===== src/rtl/poll_status_mux.sv =====
module poll_status_mux #(
  parameter int DATA_W      = 8,
  parameter int TOGGLE_POS  = 6,
  parameter int POLL_POS    = 7,
  parameter bit FILL_OTHERS = 1'b0
) (
  input  logic              clk,
  input  logic              rst_n,
  input  logic              busy_i,
  input  logic              wr_start_i,
  input  logic [DATA_W-1:0] wr_data_i,
  input  logic              ce_n_i,
  input  logic              oe_n_i,
  input  logic [DATA_W-1:0] arr_data_i,
  output logic [DATA_W-1:0] dout_o,
  output logic              dout_en_o
);

  logic              rd_now;
  logic              rd_q;
  logic              tgl_q;
  logic              poll_q;
  logic              rd_done;
  logic [DATA_W-1:0] status;
  logic              unused_wr;

  assign rd_now    = ~ce_n_i & ~oe_n_i;
  assign rd_done   = rd_q & ~rd_now;
  assign unused_wr = ^wr_data_i;

  always_ff @(posedge clk) begin
    if (!rst_n) begin
      rd_q   <= 1'b0;
      tgl_q  <= 1'b0;
      poll_q <= 1'b0;
    end else begin
      rd_q <= rd_now;
      if (wr_start_i) begin
        tgl_q  <= 1'b0;
        poll_q <= ~wr_data_i[POLL_POS];
      end else if (busy_i && rd_done) begin
        tgl_q <= ~tgl_q;
      end
    end
  end

  for (genvar i = 0; i < DATA_W; i++) begin : g_status
    if (i == TOGGLE_POS) begin : g_tgl
      assign status[i] = tgl_q;
    end else if (i == POLL_POS) begin : g_poll
      assign status[i] = poll_q;
    end else if (FILL_OTHERS) begin : g_fill
      assign status[i] = tgl_q;
    end else begin : g_zero
      assign status[i] = 1'b0;
    end
  end

  assign dout_o    = busy_i ? status : arr_data_i;
  assign dout_en_o = rd_now;

endmodule



===== config.mk =====
export PLATFORM = sky130hd
export DESIGN_NAME = poll_status_mux
export DESIGN_NICKNAME = d
export VERILOG_FILES = /design/src/rtl/poll_status_mux.sv
export SDC_FILE = /design/constraint.sdc
export NUM_CORES = 1
export LEC_CHECK = 0
export ABC_AREA = 1
export BUFFER_PORTS_ARGS = -buffer_cell sky130_fd_sc_hd__buf_2
export CORE_AREA = 10 10 47 49
export CTS_BUF_LIST = sky130_fd_sc_hd__clkbuf_8
export CTS_CLUSTER_SIZE = 8
export DETAILED_ROUTE_END_ITERATION = 8
export DIE_AREA = 0 0 57 59
export SETUP_SLACK_MARGIN = 0.5
export SYNTH_ARGS = -nofsm -noshare
export SYNTH_HDL_FRONTEND = slang
export SYNTH_SLANG_ARGS = --single-unit
export TNS_END_PERCENT = 10

===== constraint.sdc =====
create_clock -name clk -period 0.8 [get_ports clk]
set_clock_uncertainty 0.05 [all_clocks]
set_input_delay 0.16 -clock clk [delete_from_list [all_inputs] [get_ports clk]]
set_output_delay 0.16 -clock clk [all_outputs]
set_load 0.1 [all_outputs]

==> reports/results.tsv <==
stage	metric	value	unit
critical_path	Crit Path Class	flip-flop to output pin	
critical_path	Critical Path Max Stage Delay	310	ps
finish	most common cell after layout, fill and taps aside	buf_2	
critical_path	Worst Reg2Reg Path Length in Cells	3	
hold_path	WHS Path Cells	2	
critical_path	critical path buffer and inverter count	1	
critical_path	Worst EP required	590	ps
clock_tree	CTS tree	done	
drt	Post-Route WL	769	um
finish	total of fill cells in the finished design	148	
drt	post-route ant nets	0	
synth	Mean Syn Cell Area	6.863	um2
critical_path	CP cell instances	mux2_4 > buf_12	
drt	First-pass DRT Iterations	3	
power	VDD IR-drop max	1.592	mV
global_route	GRT overflow	0	
placement	gp weighted congestion	0.5518	
floorplanning	Core ar.	1401	um2
synth	register area share after synthesis	26.52	%
timing	part of the cycle the worst path needs	145.3	%
clock_tree	Post-CTS Hold Fix Bufs	0	
timing	Final setup viols	9	
global_route	first-pass GRT wire length	1.428	mm
floorplanning	starting density of the core	16.16	%
global_route	initial antenna violation count	0	
critical_path	Slowest-stage cell, CP	dfxtp_2	
clock_tree	clk root buf	clkbuf_8	
synth	Syn Nets	55	
critical_path	RR Endpoint	tgl_q$_SDFFE_PP0P_	
synth	#FFs+latches synth	3	
hold_path	Hold Path End	poll_q$_SDFFE_PN0P_	
timing	Worst-Margin Slew	142.3	ps
synth	yosys warns	0	
critical_path	CP arrival	950	ps
timing	Fin. Hold Viols	0	
outcome	failing checks	negative setup slack	
timing	Rel. slew slack	90.41	%
run	max_cap viols	0	
synth	leading area contributor after synthesis	dfxtp_1	
floorplanning	chip width	57	um
power	PD cells	1626	nW/um2
clock_tree	H-tree Lvls	1	
drt	Initial DRC Count	4	
timing	final setup margin	-362.7	ps
floorplanning	# rows	14	
timing	fin crit period	1163	ps
timing	hold slack	73.84	ps
critical_path	reg-to-reg slack, setup	60	ps
critical_path	crit-path max FO	2	
placement	dpl hpwl	714	um
drt	DR WL/cell	9.613	um
clock_tree	total CTS buffers	3	
synth	Area contributors post-synth	dfxtp_1 27%, inv_1 17%, nor2_1 15%	
floorplanning	height of the die	59	um
global_route	pin count of the biggest net entering global routing	5	
floorplanning	I/O pin total	31	
timing	fin. max-slew vios	0	
hold_path	Hold Path Origin	wr_data_i[7]	
synth	top-area cell type share of the netlist area	26.52	%
finish	most frequent cells in the layout	13 x buf_2, 9 x inv_1, 9 x buf_12, 6 x nor2_4, 5 x buf_4	
placement	worst slack at placement	-211.8	ps
placement	Port Buffers	23	
finish	Area Growth Syn to Fin	177.9	%
power	P_leak	0.3229	nW
global_route	vias in the first global route	322	
timing	f_max	860.1	MHz
synth	Post-Synthesis Cells	33	
critical_path	Setup crit end kind	output pin	
clock_tree	Worst-path clk slew	30	ps
timing	RSZ-0062 raised after global routing	true	
drt	via/cell ratio	3.775	
synth	Distinct cells, synth	13	
critical_path	crit-path leading delay family	flip-flops	
clock_tree	clock latency on the worst-skew pair	210	ps
clock_tree	Clock Path Buffers	2	
drt	routed vias	302	
drt	Post-route DRC	0	
global_route	GRT Total Usage	5.102	%
floorplanning	Die Footprint	3363	um2
finish	# diodes	0	
timing	setup_tns	-1545	ps
critical_path	critical path launch point type	flip-flop	
hold_path	Worst Hold Class	input pin to flip-flop	
critical_path	FF-to-FF Start	tgl_q$_SDFFE_PP0P_	
finish	layout net count	87	
outcome	status	finished, violations left	
clock_tree	CTS sink count	3	
synth	cell area after synthesis	226.5	um2
finish	layout cells sized above 1	76.56	%
-- worst max-delay path by stage --
stage | startpoint | end | slack [ps] | depth (start not counted)
finish | tgl_q$_SDFFE_PP0P_ | dout_o[6] | -360 | 2
global route | tgl_q$_SDFFE_PP0P_ | dout_o[6] | -380 | 2
CTS | tgl_q$_SDFFE_PP0P_ | dout_o[6] | -370 | 2
detailed placement | busy_i | dout_o[6] | -210 | 3
global placement | busy_i | dout_o[6] | -200 | 3
floorplan | busy_i | dout_o[0] | -180 | 2
-- per-layer routing --
layer  track usage [%]  wire (um)
met1             4.518        249
met2             9.612        425
met3             2.575         80
met4             2.013         13
met5                 0          0
-- power breakdown --
group	leakage, nW	total (mW)	internal (mW)	switching (mW)
logic	0.270	0.449	0.173	0.276
clock network	0.0269	0.412	0.326	0.0869
registers	0.0258	0.162	0.158	0.00344
total	0.323	1.02	0.657	0.367
-- cell type report --
type	instances	area [um2]	share of cell area (%)
Clock buffer	3	41.29	6.561
Inverter	11	47.55	7.555
Timing Repair Buffer	28	294.0	46.72
Sequential cell	3	63.81	10.14
Tap cell	16	20.02	3.181
Multi-Input combinational cell	18	158.9	25.25
Clock inverter	1	3.754	0.5964
-- sequential cells by signal, summed over array words and instances (netlist names) --
| name | count |
|---|---|
| poll_q | 1 |
| tgl_q | 1 |
| rd_q | 1 |
-- worst register-to-register path: stages (launching register included) --
cell,delay (ps)
dfxtp_2,310
buf_4,130
a21oi_2,90
nor2_1,50
-- synth_stat cells --
library cell / number
o21ai_0: 1
nand3_2: 1
nand2_2: 1
nand2_4: 1
dfxtp_1: 3
inv_2: 1
a21oi_2: 1
nand2_1: 1
inv_1: 10
a21oi_1: 1
buf_6: 1
mux2_4: 2
nor2_1: 9
-- per-stage QoR --
step | std cells | util, % | instance area (um2) | power [mW]
6_report | 80 | 44.91 | 629.4 | 1.023
5_1_grt | 80 | 44.91 | 629.4 | 1.069
4_1_cts | 80 | 44.64 | 625.6 | 1.039
3_5_place_dp | 76 | 40.80 | 571.8 | 0.6111
3_3_place_gp | 76 | 40.80 | 571.8 | 0.6081
2_1_floorplan | 33 | - | 284.0 | 0.4454
-- cell families (layout without fill, tap and decap cells) --
kind of cell	after synthesis	after routing	share of synthesized area, %
and+or+nand+nor	13	13	28.73
buffers and inverters	12	43	23.20
AOI/OAI and AO/OA	3	3	8.284
DFF	3	3	26.52
muxes	2	2	13.26
-- what timing repair did --
item / in CTS / in global routing
gates resized for setup: 5 / 2
buffers inserted: 0 / 0
pin swaps: 2 / 1
endpoints found under the setup margin: 12 / 12
No activity file was read; power rests on OpenSTA's default activity.
